### config.mk
export PLATFORM = sky130hd
export DESIGN_NAME = spi_id_probe
export DESIGN_NICKNAME = d
export VERILOG_FILES = /design/src/rtl/spi_idp_pkg.sv /design/src/rtl/idp_kick.sv /design/src/rtl/idp_seq.sv /design/src/rtl/idp_lookup.sv /design/src/rtl/spi_id_probe.sv
export SDC_FILE = /design/constraint.sdc
export NUM_CORES = 1
export LEC_CHECK = 0
export BUFFER_PORTS_ARGS = -buffer_cell sky130_fd_sc_hd__buf_2
export CAP_MARGIN = 20
export CORE_MARGIN = 3
export CORE_UTILIZATION = 45
export DETAILED_ROUTE_END_ITERATION = 8
export GPL_ROUTABILITY_DRIVEN = 1
export MAX_ROUTING_LAYER = met4
export PLACE_DENSITY = 0.78
export SLEW_MARGIN = 10
export SYNTH_ARGS = -nofsm -noshare
export SYNTH_HDL_FRONTEND = slang
export SYNTH_SLANG_ARGS = --single-unit
### constraint.sdc
create_clock -name clk -period 1.8 [get_ports clk]
set_input_delay 0.09 -clock clk [delete_from_list [all_inputs] [get_ports clk]]
set_output_delay 0.09 -clock clk [all_outputs]
set_load 0.02 [all_outputs]
### src/rtl/spi_idp_pkg.sv
package spi_idp_pkg;
   typedef enum logic [2:0] {
      ST_IDLE, ST_OPC, ST_MFR, ST_MEM, ST_CAP, ST_VAR
   } idp_state_e;

   localparam logic [7:0] CMD_IDENT       = 8'h9F;
   localparam logic [7:0] PAD_BYTE        = 8'hA5;
   localparam logic [7:0] ONE_BYTE_VENDOR = 8'h04;
endpackage

### src/rtl/idp_kick.sv
module idp_kick (
   input  logic clk,
   input  logic rst_n,
   input  logic start,
   input  logic ready,
   output logic launch
);
   logic boot_q;

   assign launch = ready && (start || boot_q);

   always_ff @(posedge clk) begin
      if (!rst_n)      boot_q <= 1'b1;
      else if (launch) boot_q <= 1'b0;
   end
endmodule

### src/rtl/idp_seq.sv
module idp_seq
   import spi_idp_pkg::*;
#(
   parameter int MFR_MAX = 6
) (
   input  logic       clk,
   input  logic       rst_n,
   input  logic       launch,
   input  logic       xfer_ack,
   input  logic [7:0] xfer_rx,
   output logic       xfer_go,
   output logic [7:0] xfer_tx,
   output logic       spi_sel,
   output logic       idle,
   output logic       fin,
   output logic [7:0] cap_q
);
   localparam int CW = $clog2(MFR_MAX);

   generate
      if (MFR_MAX < 2) begin : g_bad_mfr
         $error("idp_seq: MFR_MAX must be at least 2");
      end
   endgenerate

   idp_state_e    state;
   logic          pend;
   logic [CW-1:0] cnt;
   logic          mfr_last;

   assign idle     = (state == ST_IDLE);
   assign spi_sel  = !idle;
   assign xfer_go  = !idle && !pend;
   assign xfer_tx  = (state == ST_OPC) ? CMD_IDENT : PAD_BYTE;
   assign fin      = (state == ST_VAR) && xfer_ack;
   assign mfr_last = ((cnt == '0) && (xfer_rx == ONE_BYTE_VENDOR)) ||
                     (cnt == CW'(MFR_MAX - 1));

   always_ff @(posedge clk) begin
      if (!rst_n) begin
         state <= ST_IDLE;
         pend  <= 1'b0;
         cnt   <= '0;
         cap_q <= '0;
      end else begin
         if (xfer_ack)     pend <= 1'b0;
         else if (xfer_go) pend <= 1'b1;
         case (state)
            ST_IDLE: if (launch) state <= ST_OPC;
            ST_OPC: if (xfer_ack) begin
               state <= ST_MFR;
               cnt   <= '0;
            end
            ST_MFR: if (xfer_ack) begin
               if (mfr_last) state <= ST_MEM;
               else          cnt   <= cnt + CW'(1);
            end
            ST_MEM: if (xfer_ack) state <= ST_CAP;
            ST_CAP: if (xfer_ack) begin
               cap_q <= xfer_rx;
               state <= ST_VAR;
            end
            ST_VAR: if (xfer_ack) state <= ST_IDLE;
            default: state <= ST_IDLE;
         endcase
      end
   end

   AST_OPC_FIRST: assert property (@(posedge clk) disable iff (!rst_n)
      $rose(spi_sel) |-> (xfer_go && xfer_tx == CMD_IDENT));
   AST_SHORT_VENDOR: assert property (@(posedge clk) disable iff (!rst_n)
      (state == ST_MFR && xfer_ack && cnt == '0 && xfer_rx == ONE_BYTE_VENDOR)
      |=> state == ST_MEM);
   AST_ONE_OUTSTANDING: assert property (@(posedge clk) disable iff (!rst_n)
      (xfer_go && !xfer_ack) |=> !xfer_go);
   AST_STAY_ACTIVE: assert property (@(posedge clk) disable iff (!rst_n)
      (!idle && !fin) |=> !idle);
endmodule

### src/rtl/idp_lookup.sv
module idp_lookup #(
   parameter int                     NUM_ENT  = 8,
   parameter int                     SIZE_W   = 24,
   parameter logic [NUM_ENT*8-1:0]   TBL_CAP  = '0,
   parameter logic [NUM_ENT*8-1:0]   TBL_VAR  = '0,
   parameter logic [NUM_ENT*5-1:0]   TBL_LOG2 = '0,
   parameter logic [NUM_ENT*2-1:0]   TBL_ALEN = '0
) (
   input  logic [7:0]        cap,
   input  logic [7:0]        var_b,
   output logic              hit,
   output logic [SIZE_W-1:0] size_bytes,
   output logic [1:0]        alen
);
   generate
      if (NUM_ENT < 1) begin : g_bad_ent
         $error("idp_lookup: NUM_ENT must be at least 1");
      end
      if (SIZE_W < 1 || SIZE_W > 32) begin : g_bad_size
         $error("idp_lookup: SIZE_W must be 1..32");
      end
   endgenerate

   logic [NUM_ENT-1:0] hits;

   genvar g;
   generate
      for (g = 0; g < NUM_ENT; g++) begin : g_ent
         assign hits[g] = (cap == TBL_CAP[g*8 +: 8]) && (var_b == TBL_VAR[g*8 +: 8]);
      end
   endgenerate

   always_comb begin
      hit        = |hits;
      size_bytes = '0;
      alen       = '0;
      for (int i = NUM_ENT - 1; i >= 0; i--) begin
         if (hits[i]) begin
            size_bytes = SIZE_W'(1) << TBL_LOG2[i*5 +: 5];
            alen       = TBL_ALEN[i*2 +: 2];
         end
      end
   end
endmodule

### src/rtl/spi_id_probe.sv
module spi_id_probe #(
   parameter int                   NUM_ENT  = 8,
   parameter int                   SIZE_W   = 24,
   parameter int                   MFR_MAX  = 6,
   parameter logic [NUM_ENT*8-1:0] TBL_CAP  =
      {8'h26, 8'h25, 8'h24, 8'h23, 8'h22, 8'h22, 8'h21, 8'h21},
   parameter logic [NUM_ENT*8-1:0] TBL_VAR  =
      {8'h08, 8'h08, 8'h00, 8'h00, 8'h08, 8'h00, 8'h08, 8'h00},
   parameter logic [NUM_ENT*5-1:0] TBL_LOG2 =
      {5'd19, 5'd18, 5'd17, 5'd16, 5'd15, 5'd15, 5'd14, 5'd14},
   parameter logic [NUM_ENT*2-1:0] TBL_ALEN =
      {2'd3, 2'd3, 2'd3, 2'd2, 2'd2, 2'd2, 2'd2, 2'd2}
) (
   input  logic              clk,
   input  logic              rst_n,
   input  logic              start,
   output logic              xfer_go,
   output logic [7:0]        xfer_tx,
   input  logic              xfer_ack,
   input  logic [7:0]        xfer_rx,
   output logic              spi_sel,
   output logic              busy,
   output logic              found,
   output logic              not_found,
   output logic [SIZE_W-1:0] mem_bytes,
   output logic [1:0]        addr_len
);
   logic              launch, idle, fin, hit;
   logic [7:0]        cap_q;
   logic [SIZE_W-1:0] size_w;
   logic [1:0]        alen_w;

   assign busy = !idle || found || not_found;

   idp_kick u_kick (
      .clk(clk), .rst_n(rst_n), .start(start), .ready(!busy), .launch(launch)
   );

   idp_seq #(.MFR_MAX(MFR_MAX)) u_seq (
      .clk(clk), .rst_n(rst_n), .launch(launch),
      .xfer_ack(xfer_ack), .xfer_rx(xfer_rx),
      .xfer_go(xfer_go), .xfer_tx(xfer_tx), .spi_sel(spi_sel),
      .idle(idle), .fin(fin), .cap_q(cap_q)
   );

   idp_lookup #(
      .NUM_ENT(NUM_ENT), .SIZE_W(SIZE_W), .TBL_CAP(TBL_CAP),
      .TBL_VAR(TBL_VAR), .TBL_LOG2(TBL_LOG2), .TBL_ALEN(TBL_ALEN)
   ) u_lookup (
      .cap(cap_q), .var_b(xfer_rx), .hit(hit), .size_bytes(size_w), .alen(alen_w)
   );

   always_ff @(posedge clk) begin
      if (!rst_n) begin
         found     <= 1'b0;
         not_found <= 1'b0;
         mem_bytes <= '0;
         addr_len  <= '0;
      end else begin
         found     <= fin && hit;
         not_found <= fin && !hit;
         if (fin) begin
            mem_bytes <= size_w;
            addr_len  <= alen_w;
         end
      end
   end

   AST_DONE_EXCL: assert property (@(posedge clk) disable iff (!rst_n)
      !(found && not_found));
   AST_DONE_PULSE: assert property (@(posedge clk) disable iff (!rst_n)
      (found || not_found) |=> !(found || not_found));
   AST_SEL_DROP: assert property (@(posedge clk) disable iff (!rst_n)
      (found || not_found) |-> !spi_sel);
   AST_NF_ZERO: assert property (@(posedge clk) disable iff (!rst_n)
      not_found |-> (mem_bytes == '0 && addr_len == 2'd0));
   AST_GO_SEL: assert property (@(posedge clk) disable iff (!rst_n)
      xfer_go |-> spi_sel);
endmodule

==> Yosys cells after proc, flatten, opt, wreduce, memory -nomap -nowiden <==
Index checks and enable logic that the tools add are counted.
{ "totals": {"regBits": 44, "latch_bits": 0, "mem_bits_rw": 0, "romBits": 0, "input_bits": 12, "elab_cells": 92, "memories": 0} }
{ "classes": {"addsub": 1, "multipliers": 0, "div": 0, "magnitude_cmp": 0, "n_eq_ne": 22, "shifts": 0, "muxes": 28, "n_bitwise": 1, "n_reduce_logical": 31} }
{ "op_table": {"columns": ["cell", "count"], "rows": [
  ["20-bit 2-to-1 mux", 8],
  ["8-bit by 6-bit equality test with 1-bit output, second input constant", 6],
  ["3-bit 2-to-1 mux", 9],
  ["3-bit case mux with 6 select lines", 1],
  ["2-bit 2-to-1 mux", 8],
  ["1-bit logical AND", 14],
  ["2-bit inequality test, second input constant", 7],
  ["3-bit equality test, second input constant", 3],
  ["8-bit by 3-bit equality test with 1-bit output, second input constant", 1],
  ["8-bit by 4-bit equality test with 1-bit output, second input constant", 1],
  ["8-bit logical NOT", 1],
  ["8-bit OR reduction", 1],
  ["7-bit AND reduction", 1],
  ["3-bit by 2-bit equality test with 1-bit output, second input constant", 2],
  ["3-bit logical NOT", 2],
  ["6-bit 2-to-1 mux", 1],
  ["3-bit case mux with 2 select lines", 1],
  ["1-bit logical NOT", 4],
  ["1-bit logical OR", 4],
  ["4-bit AND reduction", 1],
  ["3-bit by 1-bit adder with 3-bit output, second input constant", 1],
  ["3-bit by 1-bit equality test with 1-bit output, second input constant", 1],
  ["2-bit by 1-bit inequality test with 1-bit output, second input constant", 1],
  ["2-bit AND reduction", 1],
  ["other kinds (3)", 3]
]} }

==> Longest topological paths before layout <==
Gate-level depths: netlist (run 1).
{ "logic_depth": {"ltp_word": 10, "ltp_mapped": 6} }

==> Cells and area by module <==
From an unflattened synthesis (run 1), not the netlist that was laid out.
{ "hier_totals": {"cells_unflattened": 230, "hier_area_um2": 2268.4} }
{ "by_module_without_submodules": {"columns": ["module", "n_inst", "cells_per_inst", "area_each_um2", "seq_area_each_um2"], "rows": [
  ["spi_id_probe", 1, 90, 1068.5, 560.5],
  ["idp_seq", 1, 94, 842.1, 300.3],
  ["idp_lookup", 1, 42, 317.8, 0.0],
  ["idp_kick", 1, 4, 40.0, 20.0]
]} }

==> Worst setup path before layout (run 1) <==
OpenSTA, ideal clock, no wires.
{ "synth_path": {"path_kind": "reg2reg", "startpoint": "register u_seq.cap_q[7]", "endpoint": "register mem_bytes[18]", "arrival_ps": 1729, "t_required_ps": 1730, "path_slack_ps": 1, "path_stages_with_launch": 5, "n_path_buf": 0, "period_less_slack_ps": 1799, "cell_sequence": "dfxtp_1 > or4_1 > nor4_4 > or4b_1 > a21oi_1"} }
{ "synth_via": {"elab_chain_cells": 9} }
{ "synth_rtl": {"columns": ["element", "line", "rtl"], "rows": [
  ["start, declared", "idp_seq.sv:16", "output logic [7:0] cap_q"],
  ["start signal, assigned", "idp_seq.sv:60", "cap_q <= xfer_rx;"],
  ["8-bit by 6-bit equality test with 1-bit output", "idp_lookup.sv:29", "assign hits[g] = (cap == TBL_CAP[g*8 +: 8]) && (var_b == TBL_VAR[g*8 +: 8]);"],
  ["1-bit logical AND", "idp_lookup.sv:29", null],
  ["20-bit 2-to-1 mux (6 in a row)", "idp_lookup.sv:38", "if (hits[i]) begin"],
  ["20-bit 2-to-1 mux (*)", "idp_lookup.sv:38", null],
  ["end signal, assigned", "spi_id_probe.sv:63", "mem_bytes <= size_w;"],
  ["end, declared", "spi_id_probe.sv:25", "output logic [SIZE_W-1:0] mem_bytes,"]
]} }
Mark *: on every way between the ends. The rest lies on a longest branch, timed or not.
A chain may end at the register's enable or synchronous reset.

==> Final worst setup path (run 1) <==
{ "layout_path": {"startpoint": "register u_seq.state[1]", "endpoint": "output port busy"} }
{ "layout_via": {"elab_chain_cells": 4} }
{ "layout_rtl": {"columns": ["element", "line", "rtl"], "rows": [
  ["start, declared", "idp_seq.sv:26", "idp_state_e state;"],
  ["start signal, assigned", "idp_seq.sv:41", "state <= ST_IDLE;"],
  ["start signal, assigned", "idp_seq.sv:49", "ST_IDLE: if (launch) state <= ST_OPC;"],
  ["start signal, assigned", "idp_seq.sv:51", "state <= ST_MFR;"],
  ["3-bit logical NOT", "idp_seq.sv:31", "assign idle = (state == ST_IDLE);"],
  ["1-bit logical NOT", "spi_id_probe.sv:33", "assign busy = !idle || found || not_found;"],
  ["1-bit logical OR (2 in a row)", "spi_id_probe.sv:33", null],
  ["end, declared", "spi_id_probe.sv:22", "output logic busy,"]
]} }
Every way passes these cells.

==> impl_metrics.prom, run 1 <==
# TYPE chip_impl_metric gauge
chip_impl_metric{name="grt_antenna_before_repair",unit=""} 0
chip_impl_metric{name="globalplace.congestion",unit=""} 0.742
chip_impl_metric{name="detailed_place_hpwl",unit="um"} 2040
chip_impl_metric{name="grt_first_pass_wirelength",unit="um"} 4490
chip_impl_metric{name="clock_sink_count",unit=""} 26
chip_impl_metric{name="synth_top_area_frac",unit=""} 0.352
chip_impl_metric{name="layout-drive-gt1-share",unit=""} 0.250
chip_impl_metric{name="routed_wl",unit="um"} 2670
chip_impl_info{name="hold-path-endpoint",value="u_seq.cap_q[0]"} 1
chip_impl_metric{name="insertedDiodeCount",unit=""} 0
chip_impl_metric{name="num-fill-cells",unit=""} 303
chip_impl_metric{name="netlist_instances",unit=""} 178
chip_impl_metric{name="clk_path_buf_depth",unit=""} 2
chip_impl_metric{name="drtAntennaViolNets",unit=""} 0
chip_impl_metric{name="avgViaCountPerCell",unit=""} 4.86
chip_impl_metric{name="worst_ir_drop_vdd",unit="uV"} 655
chip_impl_metric{name="fin_nets",unit=""} 216
chip_impl_metric{name="setup_viol_count_final",unit=""} 0
chip_impl_info{name="cp_endpoint_kind",value="primary output"} 1
chip_impl_metric{name="route.vias.total",unit=""} 1185
chip_impl_metric{name="yosys.cell_types.count",unit=""} 43
chip_impl_info{name="start_kind",value="flip-flop"} 1
chip_impl_metric{name="drc",unit=""} 0
chip_impl_metric{name="clkSlewWorstSetupHoldPaths",unit="ns"} 0.13
chip_impl_info{name="r2r_start",value="u_seq.cap_q[7]"} 1
chip_impl_metric{name="fin_crit_share",unit=""} 0.953
chip_impl_metric{name="synth-edff-count",unit=""} 0
chip_impl_metric{name="grt_pass1_vias",unit=""} 999
chip_impl_metric{name="clock.fmax",unit="MHz"} 583
chip_impl_metric{name="yosysWarningCount",unit=""} 0
chip_impl_info{name="clockRootBuffer",value="clkbuf_4"} 1
chip_impl_metric{name="synth-async-reset-ratio",unit=""} 0
chip_impl_info{name="hold_path_class",value="in -> reg"} 1
chip_impl_metric{name="place.port_buffers",unit=""} 28
chip_impl_info{name="status",value="completed"} 1
chip_impl_metric{name="synth.yosys.seq_area_share",unit=""} 0.352
chip_impl_info{name="rsz0062_at_grt",value="false"} 1
chip_impl_metric{name="postSynthAreaPerCell",unit="um2"} 8.32
chip_impl_metric{name="worstPathRequired",unit="ns"} 1.71
chip_impl_info{name="yosysMostFrequentCell",value="dfxtp_1"} 1
chip_impl_metric{name="die-area",unit="um2"} 4010
chip_impl_metric{name="maxCapViolCount",unit=""} 0
chip_impl_metric{name="setup_tns",unit="ns"} 0
chip_impl_metric{name="htree_num_levels",unit=""} 1
chip_impl_metric{name="die_width",unit="um"} 63.4
chip_impl_metric{name="total_gr_overflow",unit=""} 0
chip_impl_metric{name="hold_path_depth",unit=""} 3
chip_impl_info{name="timing.rr.end",value="mem_bytes[18]"} 1
chip_impl_info{name="synth_common_cells",value="dfxtp_1, buf_4, nor2_1"} 1
chip_impl_metric{name="routedWlPerCell",unit="um"} 10.9
chip_impl_metric{name="number_of_synthesized_register_bits",unit=""} 26
chip_impl_metric{name="placement_row_count",unit=""} 20
chip_impl_metric{name="maxSlewViolCount",unit=""} 0
chip_impl_metric{name="p_leak",unit="nW"} 0.677
chip_impl_metric{name="hold_viol_final",unit=""} 0
chip_impl_metric{name="clock_skew",unit="ns"} 0.00246
chip_impl_metric{name="grt_util_all_layers",unit=""} 0.138
chip_impl_metric{name="reg2regPathDepth",unit=""} 4
chip_impl_metric{name="post_synth_design_cell_area",unit="um2"} 1480
chip_impl_metric{name="drt_pass1_iterations",unit=""} 4
chip_impl_metric{name="worst-path-max-fanout",unit=""} 12
chip_impl_metric{name="timing.critical_path.arrival",unit="ns"} 1.62
chip_impl_metric{name="worstSkewPairLatency",unit="ns"} 0.31
chip_impl_metric{name="pin_count_of_the_biggest_net_entering_global_routing",unit=""} 20
chip_impl_metric{name="chipHeight",unit="um"} 63.4
chip_impl_metric{name="detailedRoute.firstIterationViolations",unit=""} 32
chip_impl_metric{name="synth_to_layout_area_growth",unit="%"} 10.5
chip_impl_info{name="cts_tree",value="done"} 1
chip_impl_metric{name="initial_core_util",unit=""} 0.477
chip_impl_metric{name="cts_buf_count",unit=""} 3
chip_impl_metric{name="p_per_cell_area",unit="nW/um2"} 720
chip_impl_info{name="hold_path_startpoint",value="xfer_rx[0]"} 1
chip_impl_info{name="cell_types_occupying_the_most_area_after_synthesis",value="dfxtp_1, buf_4, mux2i_1"} 1
chip_impl_metric{name="r2r_setup_slack",unit="ns"} 0.10
chip_impl_info{name="path_class",value="reg -> out"} 1
chip_impl_metric{name="timing.final.crit_period",unit="ns"} 1.71
chip_impl_metric{name="fin_total_pwr",unit="mW"} 1.18
chip_impl_info{name="top_flip_flop_cell_by_instance_count_after_synthesis",value="dfxtp_1"} 1
chip_impl_info{name="netlist.top_cell.by_area",value="dfxtp_1"} 1
chip_impl_metric{name="core_region_area",unit="um2"} 3100
chip_impl_metric{name="ioPinCount",unit=""} 51
-- final cells by class --
type / count / area, um2 / area share
multi-input combinational: 130 / 803 / 0.491
sequential: 26 / 524 / 0.321
tap: 44 / 55.1 / 0.0337
inverter: 5 / 18.8 / 0.0115
timing repair buffer: 35 / 198 / 0.121
clock buffer: 4 / 36.3 / 0.0222
-- critical path, stage by stage (launching register included) --
cell	delay, ns
dfxtp_2	0.41
or3_4	0.40
or3_4	0.34
buf_4	0.16
-- routing by layer --
| layer | global-route usage | wire (um) | up-vias |
|---|---|---|---|
| met1 | 0.182 | 1270 | 525 |
| met3 | 0.0321 | 168 | 4 |
| li1 | - | - | 616 |
| met2 | 0.218 | 1200 | 40 |
| met5 | - | 0 | - |
| met4 | 0.0270 | 32 | 0 |
-- report_power, final --
| part | total, mW | internal (mW) | leakage, nW | switching, mW |
|---|---|---|---|---|
| combinational | 0.266 | 0.0972 | 0.444 | 0.169 |
| clock | 0.288 | 0.124 | 0.0210 | 0.165 |
| sequential | 0.623 | 0.594 | 0.211 | 0.0290 |
-- flip-flops by register name (all words and copies together) (netlist names) --
| signal | flops |
|---|---|
| u_seq.cnt | 3 |
| not_found | 1 |
| mem_bytes | 6 |
| u_seq.state | 3 |
| u_seq.pend | 1 |
| u_kick.boot_q | 1 |
| u_seq.cap_q | 8 |
| addr_len | 2 |
| found | 1 |
-- stage by stage --
stage                     utilization  hold WS (ns)  area [um2]  setup slack (ns)  std cells
after global routing            0.527        0.0104        1640            0.0194        244
final                           0.527        0.0194        1640            0.0853        244
after detailed placement        0.509         0.350        1580             0.105        240
after floorplan                     -         0.229        1560          0.000868        198
after global placement          0.509         0.341        1580             0.114        240
after CTS                       0.523        0.0113        1620           0.00707        244
-- cell families (layout without fill, tap and decap cells) --
group / count (synthesis) / in the layout / share of synthesized area
XOR/XNOR: 2 / 2 / 0.0118
adder cells (fa/ha/maj): 3 / 3 / 0.0254
multiplexers: 9 / 9 / 0.0609
flip-flops: 26 / 26 / 0.352
buffers and inverters: 42 / 44 / 0.167
other: 2 / 22 / 0.00507
AND/OR/NAND/NOR: 70 / 70 / 0.270
AO/OA/AOI/OAI: 24 / 24 / 0.107
-- cells in the final DEF, fill, tap and decap left out, types with 4 or more instances in the layout --
| cell | synthesis | final |
|---|---|---|
| a21oi_1 | 7 | 7 |
| dfxtp_1 | 26 | 23 |
| conb_1 | 2 | 22 |
| inv_1 | 5 | 5 |
| nand2_1 | 17 | 17 |
| buf_2 | 0 | 27 |
| mux2i_1 | 9 | 9 |
| buf_4 | 24 | 7 |
| nand4_1 | 4 | 4 |
| nor2_1 | 18 | 18 |
| o21ai_0 | 4 | 4 |
-- how the worst max path moves through the flow --
stage / end / cells past startpoint / slack (ns) / startpoint
global placement: mem_bytes[18] / 5 / 0.11 / xfer_rx[1]
CTS: busy / 4 / 0.007 / u_seq.state[1]
global route: busy / 3 / 0.02 / u_seq.state[0]
detailed placement: mem_bytes[18] / 5 / 0.10 / xfer_rx[1]
finish: busy / 3 / 0.09 / u_seq.state[1]
floorplan: mem_bytes[18] / 4 / 0.0009 / u_seq.cap_q[7]
-- repair_timing --
| item | in CTS | in global routing |
|---|---|---|
| endpoints found under the setup margin | 1 | 1 |
| hold buffers | 0 | 1 |
| gates resized for setup | 1 | 5 |
| hold endpoints to repair | 0 | 1 |
| setup buffers | 0 | 0 |
(Power assumes the default switching activity.)
==> inputs of run 2 (changes only) <==
--- a/config.mk
+++ b/config.mk
@@ -5,7 +5,7 @@
 export SDC_FILE = /design/constraint.sdc
 export NUM_CORES = 1
 export LEC_CHECK = 0
-export BUFFER_PORTS_ARGS = -buffer_cell sky130_fd_sc_hd__buf_2
+export BUFFER_PORTS_ARGS = -buffer_cell sky130_fd_sc_hd__buf_4
 export CAP_MARGIN = 20
 export CORE_MARGIN = 3
 export CORE_UTILIZATION = 45
@@ -13,6 +13,7 @@
 export GPL_ROUTABILITY_DRIVEN = 1
 export MAX_ROUTING_LAYER = met4
 export PLACE_DENSITY = 0.78
+export RECOVER_POWER = 25
 export SLEW_MARGIN = 10
 export SYNTH_ARGS = -nofsm -noshare
 export SYNTH_HDL_FRONTEND = slang
==> run 2 against run 1 <==
Wire length increased by 2.8%; global-route usage up 0.44 points; non-clock buffer count is 4 higher; largest cell class unchanged; register-to-register slack worse by 0.02 ns.
==> impl_metrics.prom, run 2 (synthesized netlist as in run 1, its figures left out) <==
# TYPE chip_impl_metric gauge
chip_impl_metric{name="p_int",unit="mW"} 0.842
chip_impl_info{name="hold_path_startpoint",value="xfer_rx[5]"} 1
chip_impl_metric{name="routedWlPerCell",unit="um"} 11.0
chip_impl_metric{name="netSwitchingPower",unit="mW"} 0.375
chip_impl_metric{name="num-fill-cells",unit=""} 311
chip_impl_metric{name="clkSlewWorstSetupHoldPaths",unit="ns"} 0.15
chip_impl_metric{name="die_width",unit="um"} 63.4
chip_impl_metric{name="grt_pass1_vias",unit=""} 1016
chip_impl_metric{name="maxCapViolCount",unit=""} 0
chip_impl_metric{name="clk_path_buf_depth",unit=""} 2
chip_impl_metric{name="chipHeight",unit="um"} 63.4
chip_impl_metric{name="detailedRoute.firstIterationViolations",unit=""} 27
chip_impl_info{name="rsz0062_at_grt",value="false"} 1
chip_impl_metric{name="clock_power_share",unit=""} 0.244
chip_impl_metric{name="core_region_area",unit="um2"} 3100
chip_impl_metric{name="htree_num_levels",unit=""} 1
chip_impl_info{name="hold_path_class",value="in -> reg"} 1
chip_impl_metric{name="post_cts_buffers",unit=""} 0
chip_impl_metric{name="grt_util_all_layers",unit=""} 0.143
chip_impl_metric{name="clock_skew",unit="ns"} 0.0115
chip_impl_metric{name="hold_viol_final",unit=""} 0
chip_impl_metric{name="largest_reg_flops",unit=""} 8
chip_impl_metric{name="worstMarginPinSlew",unit="ns"} 0.844
chip_impl_metric{name="grt_first_pass_wirelength",unit="um"} 4550
chip_impl_metric{name="timing.critical_path.arrival",unit="ns"} 1.63
chip_impl_metric{name="drtAntennaViolNets",unit=""} 0
chip_impl_metric{name="drc",unit=""} 0
chip_impl_metric{name="logic_gate_share_of_total_power",unit=""} 0.247
chip_impl_metric{name="placement_row_count",unit=""} 20
chip_impl_metric{name="seq_power_share",unit=""} 0.509
chip_impl_metric{name="sw_frac_of_total",unit=""} 0.308
chip_impl_info{name="crit_path_start",value="u_seq.state[0]"} 1
chip_impl_metric{name="clock_sink_count",unit=""} 26
chip_impl_info{name="cts_tree",value="done"} 1
chip_impl_metric{name="grt_antenna_before_repair",unit=""} 0
chip_impl_info{name="cp_endpoint_kind",value="primary output"} 1
chip_impl_info{name="r2r_start",value="u_seq.cap_q[7]"} 1
chip_impl_metric{name="cts_buf_count",unit=""} 3
chip_impl_metric{name="avgViaCountPerCell",unit=""} 4.91
chip_impl_metric{name="timing.final.crit_period",unit="ns"} 1.72
chip_impl_info{name="status",value="completed"} 1
chip_impl_metric{name="layout-drive-gt1-share",unit=""} 0.196
chip_impl_info{name="crit_chain",value="or3_4 -> or3_1 -> buf_4"} 1
chip_impl_metric{name="drt_pass1_iterations",unit=""} 4
chip_impl_metric{name="maxSlewViolCount",unit=""} 0
chip_impl_metric{name="setup_viol_count_final",unit=""} 0
chip_impl_info{name="crit_path_top_delay_cell",value="dfxtp_4"} 1
chip_impl_info{name="clockRootBuffer",value="clkbuf_4"} 1
chip_impl_metric{name="post-route-worst-setup-slack",unit="ns"} 0.0759
chip_impl_metric{name="synth_to_layout_area_growth",unit="%"} 14.9
chip_impl_metric{name="route.vias.total",unit=""} 1217
chip_impl_metric{name="ioPinCount",unit=""} 51
chip_impl_metric{name="detailed_place_hpwl",unit="um"} 2090
chip_impl_metric{name="globalplace.congestion",unit=""} 0.732
chip_impl_metric{name="maxSlewHeadroom",unit=""} 0.437
chip_impl_metric{name="worstPathRequired",unit="ns"} 1.71
chip_impl_metric{name="worst-path-max-fanout",unit=""} 10
chip_impl_info{name="path_class",value="reg -> out"} 1
chip_impl_metric{name="critical_path_s_largest_stage_delay",unit="ns"} 0.41
chip_impl_info{name="final_common_cell",value="buf_4"} 1
chip_impl_metric{name="total_gr_overflow",unit=""} 0
chip_impl_metric{name="fin_nets",unit=""} 220
chip_impl_metric{name="setup_tns",unit="ns"} 0
chip_impl_info{name="start_kind",value="flip-flop"} 1
chip_impl_metric{name="pin_count_of_the_biggest_net_entering_global_routing",unit=""} 20
chip_impl_info{name="top_cell_family_by_delay_on_the_critical_path",value="simple AND/OR/NAND/NOR gates"} 1
chip_impl_metric{name="p_per_cell_area",unit="nW/um2"} 715
chip_impl_info{name="reg.largest.list",value="u_seq.cap_q (8), mem_bytes (6)"} 1
chip_impl_metric{name="clock.fmax",unit="MHz"} 580
chip_impl_metric{name="fin_crit_share",unit=""} 0.958
chip_impl_metric{name="worstSkewPairLatency",unit="ns"} 0.32
chip_impl_metric{name="insertedDiodeCount",unit=""} 0
chip_impl_metric{name="place.port_buffers",unit=""} 28
chip_impl_info{name="most-common-layout-cells",value="buf_4, dfxtp_1, conb_1, nor2_1, nand2_1"} 1
chip_impl_metric{name="worstPathBufferInverterCount",unit=""} 1
chip_impl_metric{name="worst_ir_drop_vdd",unit="uV"} 424
chip_impl_metric{name="p_leak",unit="nW"} 0.665
chip_impl_info{name="largest-register",value="u_seq.cap_q"} 1
chip_impl_metric{name="die-area",unit="um2"} 4010
chip_impl_metric{name="initial_core_util",unit=""} 0.477
chip_impl_metric{name="detailedPlace.worstSlack",unit="ns"} 0.0961
chip_impl_metric{name="routed_wl",unit="um"} 2740
[run 2: worst paths after layout]
check,slack (ns),endpoint,cells past startpoint
max,0.08,busy,3
min,0.004,u_seq.cap_q[5],3
max reg2reg,0.08,mem_bytes[18],4
min reg2reg,0.45,u_kick.boot_q,2
[run 2: area by class of cell]
| cell class | instances | area, um2 | area share |
|---|---|---|---|
| flip-flops and latches | 26 | 527 | 0.310 |
| clock buffers | 4 | 36.3 | 0.0213 |
| inverters | 5 | 18.8 | 0.0110 |
| multi-input cells | 130 | 798 | 0.469 |
| repair buffers | 39 | 265 | 0.156 |
| well taps | 44 | 55.1 | 0.0324 |
[run 2: worst reg2reg max path: stages (launching register included)]
cell and delay [ns]:
dfxtp_1 0.34, or4_1 0.56, nor4_4 0.16, or4b_1 0.45
a21oi_1 0.14
[run 2: what timing repair did]
action	in CTS	in global routing
gates resized for setup	1	4
hold buffers	4	0
pin swaps	0	0
endpoints found under the setup margin	1	1
endpoints found under the hold margin	4	0
[run 2: power by group through the flow]
stage | clock network (mW) | logic, mW | registers, mW
after detailed placement | 0 | 0.290 | 0.628
after CTS | 0.307 | 0.298 | 0.617
after global placement | 0 | 0.286 | 0.627
after global routing | 0.332 | 0.325 | 0.623
final | 0.297 | 0.300 | 0.619
after floorplan | 0 | 0.251 | 0.611
[run 2: through the flow]
stage	power, mW	hold WS (ns)	cells	instance area, um2	utilization
final	1.22	0.00364	248	1700	0.548
after global routing	1.28	0.0267	248	1700	0.548
after floorplan	0.862	0.229	198	1560	-
after detailed placement	0.919	0.327	240	1650	0.532
after CTS	1.22	0.000942	248	1730	0.557
after global placement	0.913	0.326	240	1650	0.532
[run 2: layer usage]
metal | vias up | global-route usage | wire length, um
met1 | 558 | 0.181 | 1260
li1 | 620 | - | -
met2 | 35 | 0.223 | 1280
met5 | - | - | 0
met3 | 4 | 0.0214 | 154
met4 | 0 | 0.0647 | 48
